$ cat src/rtl/mtx_pkg.sv
package mtx_pkg;

  typedef enum logic [2:0] {
    ST_IDLE,
    ST_PRE,
    ST_SYNC,
    ST_DATA,
    ST_DRAIN
  } txState_e;

  typedef enum logic [2:0] {
    LS_IDLE,
    LS_ZERO,
    LS_HIGH,
    LS_HIGHLOW,
    LS_LOW,
    LS_DATA
  } lineSel_e;

  typedef struct packed {
    lineSel_e lineSel;
    logic     firstHalf;
    logic     sample;
    logic     loadTx;
    logic     clkGate;
  } txStrobe_t;

endpackage

$ cat src/rtl/mtx_ctrl.sv
module mtx_ctrl
  import mtx_pkg::*;
#(
  parameter int FAST_DIV = 16,
  parameter int SLOW_DIV = 32,
  parameter int PRE_BITS = 8
) (
  input  logic      clk,
  input  logic      rstN,
  input  logic      rateSlow,
  input  logic      ctsN,
  output txStrobe_t strb
);

  localparam int PH_W      = $clog2(SLOW_DIV);
  localparam int CNT_W     = $clog2((PRE_BITS > 4) ? PRE_BITS : 4);
  localparam int SYNC_LAST = 2;

  logic [PH_W-1:0]  ph;
  logic [PH_W:0]    phExt;
  logic [PH_W:0]    divNow;
  logic [PH_W:0]    halfNow;
  logic             bndy;
  logic             midPt;
  logic             ckOn;
  logic             ctsQ;
  txState_e         state, stNext;
  logic [CNT_W-1:0] cnt, cntNext;
  logic             loadNext;

  assign divNow  = rateSlow ? (PH_W+1)'(SLOW_DIV) : (PH_W+1)'(FAST_DIV);
  assign halfNow = divNow >> 1;
  assign phExt   = {1'b0, ph};
  assign bndy    = (phExt >= divNow - 1'b1);
  assign midPt   = (phExt == halfNow - 1'b1);

  always_ff @(posedge clk) begin
    if (!rstN) begin
      ph    <= '0;
      ctsQ  <= 1'b1;
      state <= ST_IDLE;
      cnt   <= '0;
    end else begin
      ph    <= bndy ? '0 : ph + 1'b1;
      ctsQ  <= ctsN;
      state <= stNext;
      cnt   <= cntNext;
    end
  end

  always_comb begin
    stNext   = state;
    cntNext  = cnt;
    loadNext = 1'b0;
    if (bndy) begin
      case (state)
        ST_IDLE: begin
          if (!ctsN) begin
            stNext  = ST_PRE;
            cntNext = '0;
          end
        end
        ST_PRE, ST_SYNC, ST_DATA: begin
          if (ctsN) begin
            stNext   = ST_DRAIN;
            loadNext = 1'b1;
          end else if (state == ST_PRE) begin
            if (cnt == CNT_W'(PRE_BITS - 1)) begin
              stNext  = ST_SYNC;
              cntNext = '0;
            end else begin
              cntNext = cnt + 1'b1;
            end
          end else if (state == ST_SYNC) begin
            if (cnt == CNT_W'(SYNC_LAST)) begin
              stNext   = ST_DATA;
              loadNext = 1'b1;
            end else begin
              cntNext = cnt + 1'b1;
            end
          end else begin
            loadNext = 1'b1;
          end
        end
        default: stNext = ST_IDLE;
      endcase
    end
  end

  assign ckOn = ((state == ST_SYNC) && (cnt == CNT_W'(SYNC_LAST))) || (state == ST_DATA);

  always_comb begin
    case (state)
      ST_PRE:  strb.lineSel = LS_ZERO;
      ST_SYNC: begin
        if (cnt == '0)                         strb.lineSel = LS_HIGH;
        else if (cnt == CNT_W'(SYNC_LAST - 1)) strb.lineSel = LS_HIGHLOW;
        else                                   strb.lineSel = LS_LOW;
      end
      ST_DATA, ST_DRAIN: strb.lineSel = LS_DATA;
      default: strb.lineSel = LS_IDLE;
    endcase
  end

  assign strb.firstHalf = (phExt < halfNow);
  assign strb.sample    = midPt && ckOn;
  assign strb.loadTx    = loadNext;
  assign strb.clkGate   = ckOn && !ctsQ;

  // the phase never reaches the selected period length
  assert_phase_range_R1: assert property (@(posedge clk) disable iff (!rstN)
    phExt < divNow);

  // state moves only at bit boundaries
  assert_state_at_bndy_R3: assert property (@(posedge clk) disable iff (!rstN)
    !bndy |=> $stable(state));

  // the preamble hands over to the sync pulse after its last bit
  assert_pre_to_sync_R4: assert property (@(posedge clk) disable iff (!rstN)
    (bndy && state == ST_PRE && cnt == CNT_W'(PRE_BITS - 1) && !ctsN) |=> state == ST_SYNC);

  // the final bit always leads to idle
  assert_drain_ends_R9: assert property (@(posedge clk) disable iff (!rstN)
    (bndy && state == ST_DRAIN) |=> state == ST_IDLE);

  // a high clear-to-send stops the bit clock on the next clock
  assert_gate_off_R5: assert property (@(posedge clk) disable iff (!rstN)
    ctsN |=> !strb.clkGate);

endmodule

$ cat src/rtl/mtx_datapath.sv
module mtx_datapath
  import mtx_pkg::*;
(
  input  logic      clk,
  input  logic      rstN,
  input  txStrobe_t strb,
  input  logic      nrzIn,
  output logic      bitClk,
  output logic      lineOne,
  output logic      lineZero
);

  logic holdBit;
  logic txBit;

  always_ff @(posedge clk) begin
    if (!rstN) begin
      holdBit <= 1'b0;
      txBit   <= 1'b0;
    end else begin
      if (strb.sample) holdBit <= nrzIn;
      if (strb.loadTx) txBit   <= holdBit;
    end
  end

  always_comb begin
    case (strb.lineSel)
      LS_ZERO:    lineOne = !strb.firstHalf;
      LS_HIGH:    lineOne = 1'b1;
      LS_HIGHLOW: lineOne = strb.firstHalf;
      LS_LOW:     lineOne = 1'b0;
      LS_DATA:    lineOne = strb.firstHalf ? txBit : !txBit;
      default:    lineOne = 1'b1;
    endcase
  end

  assign lineZero = (strb.lineSel == LS_IDLE) ? 1'b1 : !lineOne;
  assign bitClk   = strb.clkGate && strb.firstHalf;

  // sampling at mid-bit and loading at the boundary never coincide
  assert_no_overlap_R6: assert property (@(posedge clk) disable iff (!rstN)
    !(strb.sample && strb.loadTx));

  // the transmitted bit only changes on a load strobe
  assert_tx_hold_R6: assert property (@(posedge clk) disable iff (!rstN)
    !strb.loadTx |=> $stable(txBit));

  // the two line outputs differ while the bit clock runs
  assert_complement_R7: assert property (@(posedge clk) disable iff (!rstN)
    bitClk |-> (lineOne != lineZero));

endmodule

$ cat src/rtl/manchester_tx.sv
module manchester_tx
  import mtx_pkg::*;
#(
  parameter int FAST_DIV = 16,
  parameter int SLOW_DIV = 32,
  parameter int PRE_BITS = 8
) (
  input  logic clk,
  input  logic rstN,
  input  logic rateSlow,
  input  logic ctsN,
  input  logic nrzIn,
  output logic bitClk,
  output logic lineOne,
  output logic lineZero
);

  txStrobe_t strb;

  mtx_ctrl #(
    .FAST_DIV(FAST_DIV),
    .SLOW_DIV(SLOW_DIV),
    .PRE_BITS(PRE_BITS)
  ) u_ctrl (
    .clk(clk),
    .rstN(rstN),
    .rateSlow(rateSlow),
    .ctsN(ctsN),
    .strb(strb)
  );

  mtx_datapath u_dp (
    .clk(clk),
    .rstN(rstN),
    .strb(strb),
    .nrzIn(nrzIn),
    .bitClk(bitClk),
    .lineOne(lineOne),
    .lineZero(lineZero)
  );

endmodule

$ cat config.mk
export PLATFORM = sky130hd
export DESIGN_NAME = manchester_tx
export DESIGN_NICKNAME = d
export VERILOG_FILES = /design/src/rtl/mtx_pkg.sv /design/src/rtl/mtx_ctrl.sv /design/src/rtl/mtx_datapath.sv /design/src/rtl/manchester_tx.sv
export SDC_FILE = /design/constraint.sdc
export NUM_CORES = 1
export LEC_CHECK = 0
export BUFFER_PORTS_ARGS = -buffer_cell sky130_fd_sc_hd__buf_2
export CAP_MARGIN = 40
export CORE_MARGIN = 2
export CORE_UTILIZATION = 42
export DETAILED_ROUTE_END_ITERATION = 16
export HOLD_SLACK_MARGIN = 0.03
export SLEW_MARGIN = 5
export SYNTH_ARGS = -nofsm -noshare
export SYNTH_HDL_FRONTEND = slang
export SYNTH_HIERARCHICAL = 1
export SYNTH_SLANG_ARGS = --single-unit
$ cat constraint.sdc
create_clock -name clk -period 3.6 [get_ports clk]
set_input_delay 0.36 -clock clk [delete_from_list [all_inputs] [get_ports clk]]
set_output_delay 0.36 -clock clk [all_outputs]
set_load 0.05 [all_outputs]
==> run metrics, run 1 <==
final antenna diode count=0; Setup Viol. Count Final=0; P&R area growth vs syn=6.505%; Clock transition at path regs=roughly 0.090 ns; Resized cells post-CTS=0; clock tree from TritonCTS=built; source-to-sink clock delay at the later pin of the worst-skew pair=0.28 ns; grt total ovfl=0; weighted congestion reported at the end of routability-driven placement=0.7836; family with the most delay on the worst path=simple AND/OR/NAND/NOR gates; critical path buffer and inverter count=2; peak per-stage delay on the critical path=around 0.65 ns; run status=complete, no violations; core footprint=2212 um^2; H-tree levels=1; Unique masters post-synth=40; antenna violations before repair=0; TritonCTS buffer count=3; die boundary width=between 50 and 60 um; register bit count reported by yosys=14; power per standard cell area=281.3 nW/um^2; Post-Syn Nets=128; area share of the largest cell type after synthesis=0.2857; element type at the critical path end=primary output; ys flop type=sky130_fd_sc_hd__dfxtp_1; count of boundary I/O pins=8; number of hold-repair buffers added at the cts stage=0; clock period minus worst slack=2.775 ns; std cell rows=17; max-cap check violation count=0; total number of cells along the worst setup path=7; Worst IR Drop VDD=238.6 uV; min-delay worst type=input pin to flip-flop; input/output buffers=7; Crit Path Category=flip-flop to primary output; Via-to-Cell Ratio=around 5.4; post-detailed-route DRC marker count=0; Mapped Avg Cell Area=between 8 and 9 um^2; number of antenna-violating nets in the routed design=0; number of instances in the placed design=143; post-synthesis instance total=114; CP Max Fanout=5; number of flops mapped to enable cells by yosys=0; maximum achievable frequency=360.3 MHz; final core area utilization=0.4723; unrepaired setup endpoints after global routing=false; TritonCTS sink count=14; post-route setup TNS=0 ns; cell area after synthesis=980.9 um^2; leading area contributor after synthesis=sky130_fd_sc_hd__dfxtp_1; hold violation count in the final report=0; smallest hold slack=0.3483 ns; hold path cells=3; leading cell types by total area after synthesis=sky130_fd_sc_hd__dfxtp_1 29%, sky130_fd_sc_hd__ha_1 11%, sky130_fd_sc_hd__mux2i_1 6.1%, sky130_fd_sc_hd__nand2b_1 3.8%, sky130_fd_sc_hd__nor2_1 3.8%; signal arrival time at the worst endpoint=2.42 ns; Filler Cells Inserted=227; Critical Path Start Type=flip-flop; leak pwr=0.4372 nW; skew final=0.006580 ns; share of synthesized flip-flops with an asynchronous set or reset=0; vertical die dimension=between 50 and 60 um; Slew Limit Headroom=0.4798; final worst path period share=0.7710; fin nets=134; buffer cell driving the clock tree root=sky130_fd_sc_hd__clkbuf_4; Final Routed Wirelength=1.764 mm; overall track demand over capacity in global routing=0.1491; effective utilization at floorplan=0.4434; Final Instance Count excl. Fillers=between 100 and 150; Detailed Place HPWL=1.342 mm; synth warn=6; commonest non-fill, non-tap cell in the layout=sky130_fd_sc_hd__dfxtp_1; required time of the critical path=3.24 ns; number of slew-limit violations in the final report=0; vias in the first global route=around 760; # Post-CTS Setup Buffers=0; pin count of the biggest net entering global routing=15; Final Total Pwr=0.2939 mW; commonest cells after routing, fill and taps aside=14 x sky130_fd_sc_hd__dfxtp_1, 10 x sky130_fd_sc_hd__nor2_1, 9 x sky130_fd_sc_hd__nand2_1, 9 x sky130_fd_sc_hd__ha_1, 8 x sky130_fd_sc_hd__inv_1; per-cell routed wire length=12.00 um; Clock Tree Buf Depth=2; first-pass GRT wire length=3.132 mm; detailed router's first-iteration violation count=9; cell chain of the critical path=inv_1, ha_1, nor2_1, nor4_1, and4b_1, a311oi_1, buf_2; FF-to-FF path depth=6; area enclosed by the die boundary=2738 um^2; proportion of layout cells with a drive suffix above 1=0.1345; transition time at the pin with the least slew margin=0.7731 ns; Via Count=~790; Critical-path top delay cell=sky130_fd_sc_hd__nor4_1; first-pass iteration count of the detailed router=4; portion of the post-synthesis area used by sequential elements=0.2857
## final cells by class
| class | instances | area, um^2 | share of cell area |
|---|---|---|---|
| Tap cell | 28 | 35.03 | 0.03353 |
| Inverter | 8 | 30.03 | 0.02874 |
| Clock buffer | 4 | 36.28 | 0.03473 |
| Multi-Input combinational cell | 86 | 628.1 | 0.6012 |
| Timing Repair Buffer | 7 | 35.03 | 0.03353 |
| Sequential cell | 14 | 280.3 | 0.2683 |
## worst paths after layout
path                             endpoint                       start  slack, ns
max                               lineOne  u_ctrl/cnt[0]$_SDFFE_PN0P_       0.82
min             u_dp/holdBit$_SDFFE_PN0P_                       nrzIn       0.35
max reg2reg  u_ctrl/state[0]$_SDFFE_PN0P_  u_ctrl/cnt[0]$_SDFFE_PN0P_       1.69
min reg2reg       u_ctrl/ph[0]$_SDFF_PP0_     u_ctrl/ph[0]$_SDFF_PP0_       0.45
## state kept, by name, indices dropped and copies added, names as in the netlist
| name | cells |
|---|---|
| u_ctrl/cnt | 3 |
| u_ctrl/ph | 5 |
| u_dp/holdBit | 1 |
| u_ctrl/ctsQ | 1 |
| u_dp/txBit | 1 |
| u_ctrl/state | 3 |
## power by group
group | total, mW | switching [mW] | internal [mW]
logic | 0.0192 | 0.0114 | 0.00786
registers | 0.161 | 0.00247 | 0.158
clock network | 0.114 | 0.0524 | 0.0615
total | 0.294 | 0.0662 | 0.228
## kinds of logic after synthesis
| kind of cell | count (synthesis) | share of synthesized area |
|---|---|---|
| AND/OR/NAND/NOR | 46 | 0.2691 |
| flip-flops | 14 | 0.2857 |
| XOR/XNOR | 3 | 0.02679 |
| adder cells (fa/ha/maj) | 9 | 0.1148 |
| buffers and inverters | 14 | 0.07397 |
| AO/OA/AOI/OAI | 22 | 0.1684 |
| multiplexers | 6 | 0.06123 |
## worst register-to-register path, stage by stage, from the launching register on
cell                       delay, ns
sky130_fd_sc_hd__dfxtp_1        0.35
sky130_fd_sc_hd__ha_1           0.21
sky130_fd_sc_hd__ha_1           0.19
sky130_fd_sc_hd__or3b_2         0.46
sky130_fd_sc_hd__a211oi_1       0.28
sky130_fd_sc_hd__or3_1          0.21
sky130_fd_sc_hd__o21ai_0        0.10
## routing by layer
metal | track usage | up-vias | part of all wire
met2 | 0.2271 | 11 | 0.44
met4 | 0.03846 | 0 | 0.0079
li1 | - | 417 | -
met3 | 0.04286 | 2 | 0.031
met1 | 0.2049 | 361 | 0.52
met5 | 0 | - | 0
## stage by stage
| stage | worst slack [ns] | area, um^2 |
|---|---|---|
| after detailed placement | 1.095 | 1008 |
| final | 0.8245 | 1045 |
| after global routing | 0.6522 | 1045 |
| after CTS | 0.7729 | 1045 |
| after floorplan | 0.6227 | 980.9 |
| after global placement | 1.260 | 1008 |
## synthesized netlist by cell type, drive strengths merged (3+ instances only)
cell type	n
a211oi	3
buf	5
dfxtp	14
ha	9
inv	8
mux2i	6
nand2	9
nand2b	6
nor2	10
nor2b	6
o21ai	5
No activity file was read; power rests on OpenSTA's default activity.
==> inputs of run 2 (changes only) <==
clock period = 2.9 ns   (was 3.6 ns; I/O delays follow)
==> run 2 against run 1 <==
Sequential share of layout area decreased by 0.35 points. Wire length rose by 3.5%. First-iteration DRC count is 44% higher. Global-route usage increased by 0.44 points. Total power rose by 23%. Critical path type unchanged.
==> run metrics, run 2 (synthesis results as in run 1) <==
clock period minus worst slack=roughly 2.6 ns; min-delay worst type=input pin to flip-flop; skew final=0.002645 ns (-0.003935 ns); final core area utilization=0.4785 (+0.006222); hold violation count in the final report=0 (unchanged); post-route setup TNS=0 ns (unchanged); final antenna diode count=0 (unchanged); leak pwr=0.4438 nW (+1.5%); # Post-CTS Setup Buffers=0 (unchanged); Setup Viol. Count Final=0 (unchanged); H-tree levels=1 (unchanged); Via Count=784 (-0.88%); antenna violations before repair=0 (unchanged); per-cell routed wire length=12.33 um (+2.8%); count of boundary I/O pins=8 (unchanged); first-pass iteration count of the detailed router=4 (unchanged); cell internal power dissipation=0.2825 mW (+24%); P&R area growth vs syn=7.909%; Largest register FFs=5 (unchanged); required time of the critical path=2.61 ns (-0.63 ns); input/output buffers=7 (unchanged); Setup Slack @ Placement=0.6443 ns (-0.4510 ns); weighted congestion reported at the end of routability-driven placement=0.7222 (-7.8%); max-cap check violation count=0 (unchanged); registers with the highest flip-flop counts=u_ctrl/ph: 5 flops, u_ctrl/cnt: 3 flops, u_ctrl/state: 3 flops; Via-to-Cell Ratio=5.297 (-1.6%); std cell rows=17 (unchanged); switching share of total power=0.2172 (-0.008083); number of hold-repair buffers added at the cts stage=0 (unchanged); net switching power figure=0.07835 mW (+18%); maximum achievable frequency=just under 400 MHz; run status=complete, no violations; vias in the first global route=750 (-1.2%); Comb power frac=0.067 (+0.002); Clock transition at path regs=0.09 ns (about the same); post-detailed-route DRC marker count=0 (unchanged); effective utilization at floorplan=0.4434 (unchanged); Detailed Place HPWL=1.392 mm (+3.7%); commonest cells after routing, fill and taps aside=14 x sky130_fd_sc_hd__dfxtp_1, 10 x sky130_fd_sc_hd__nor2_1, 9 x sky130_fd_sc_hd__nand2_1, 9 x sky130_fd_sc_hd__ha_1, 8 x sky130_fd_sc_hd__inv_1; fraction of power consumed by sequential logic=0.554 (+0.007); first-pass GRT wire length=3.194 mm (+2.0%); clock network fraction of total power=0.380 (-0.007); proportion of layout cells with a drive suffix above 1=0.1500 (+0.01555); number of antenna-violating nets in the routed design=0 (unchanged); TritonCTS sink count=14 (unchanged); Resized cells post-CTS=0 (unchanged); TritonCTS buffer count=3 (unchanged); Slew Limit Headroom=0.7072 (+0.2273); clock tree from TritonCTS=built; unrepaired setup endpoints after global routing=false; die boundary width=52.33 um (unchanged); overall track demand over capacity in global routing=0.1535 (+0.004404); source-to-sink clock delay at the later pin of the worst-skew pair=0.27 ns (about the same); Clock Tree Buf Depth=2 (unchanged); signal arrival time at the worst endpoint=2.27 ns (-0.15 ns); Critical Path Start Type=flip-flop; Worst IR Drop VDD=298.7 uV (+25%); fin nets=135 (+0.75%); CP Max Fanout=4 (-1); commonest non-fill, non-tap cell in the layout=sky130_fd_sc_hd__dfxtp_1; buffer cell driving the clock tree root=sky130_fd_sc_hd__clkbuf_4; final worst path period share=0.8834; pin count of the biggest net entering global routing=15 (unchanged); core footprint=2212 um^2 (unchanged); grt total ovfl=0 (unchanged); Top reg by flops=u_ctrl/ph; power per standard cell area=340.9 nW/um^2 (+21%); worst setup margin=0.3382 ns (-0.4863 ns); slack of the worst reg-to-reg path=0.95 ns (-0.74 ns); element type at the critical path end=primary output; Crit Path Category=flip-flop to primary output; area enclosed by the die boundary=2738 um^2 (unchanged); detailed router's first-iteration violation count=13 (+4); Final Routed Wirelength=1.825 mm (+3.5%); transition time at the pin with the least slew margin=0.4393 ns (-0.3338 ns); number of slew-limit violations in the final report=0 (unchanged); vertical die dimension=52.33 um (unchanged)
-- run 2: through the flow --
stage | area (um^2) | hold slack (ns) | std cells | total power, mW
floorplan | 987.2 | 0.3633 | 114 | 0.2219
global placement | 1022 | 0.4362 | 144 | 0.2274
detailed placement | 1022 | 0.4471 | 144 | 0.2284
CTS | 1059 | 0.2681 | 148 | 0.3672
global route | 1059 | 0.2610 | 148 | 0.3788
finish | 1059 | 0.2709 | 148 | 0.3608
-- run 2: worst max-delay path, stage by stage (launching register included) --
cell and delay, ns:
sky130_fd_sc_hd__dfxtp_1 0.39, sky130_fd_sc_hd__inv_1 0.10, sky130_fd_sc_hd__ha_1 0.22, sky130_fd_sc_hd__nor2_1 0.14, sky130_fd_sc_hd__nor3_1 0.06, sky130_fd_sc_hd__o21ai_0 0.29, sky130_fd_sc_hd__nand2_1 0.11, sky130_fd_sc_hd__and4b_1 0.22
sky130_fd_sc_hd__a311oi_2 0.17, sky130_fd_sc_hd__buf_2 0.29
-- run 2: layer usage --
| layer | part of all wire | track usage |
|---|---|---|
| met1 | 0.49 | 0.1948 |
| met2 | 0.49 | 0.2542 |
| met3 | 0.015 | 0.03429 |
| met4 | 0.0071 | 0.05128 |
| met5 | 0 | 0 |
-- run 2: path summary, 6_finish.rpt --
check,startpoint,to,cells past startpoint
worst max register to register,u_ctrl/cnt[0]$_SDFFE_PN0P_,u_ctrl/state[0]$_SDFFE_PN0P_,6
worst min register to register,u_ctrl/ph[0]$_SDFF_PP0_,u_ctrl/ph[0]$_SDFF_PP0_,1
worst min-delay path,nrzIn,u_dp/holdBit$_SDFFE_PN0P_,3
worst max-delay path,u_ctrl/cnt[0]$_SDFFE_PN0P_,lineOne,9
-- run 2: power by group through the flow --
stage / logic, mW / clock network [mW] / registers (mW)
2_1_floorplan: 0.0183 / 0 / 0.204
3_3_place_gp: 0.0233 / 0 / 0.204
3_5_place_dp: 0.0239 / 0 / 0.204
4_1_cts: 0.0241 / 0.143 / 0.200
5_1_grt: 0.0278 / 0.151 / 0.200
6_report: 0.0240 / 0.137 / 0.200
-- run 2: cell type report --
class / instances / area (um^2)
flip-flops and latches: 14 / 280.3
fillers: 233 / 1154
well taps: 28 / 35.03
repair buffers: 8 / 42.54
clock buffers: 4 / 36.28
multi-input cells: 86 / 634.4
inverters: 8 / 30.03
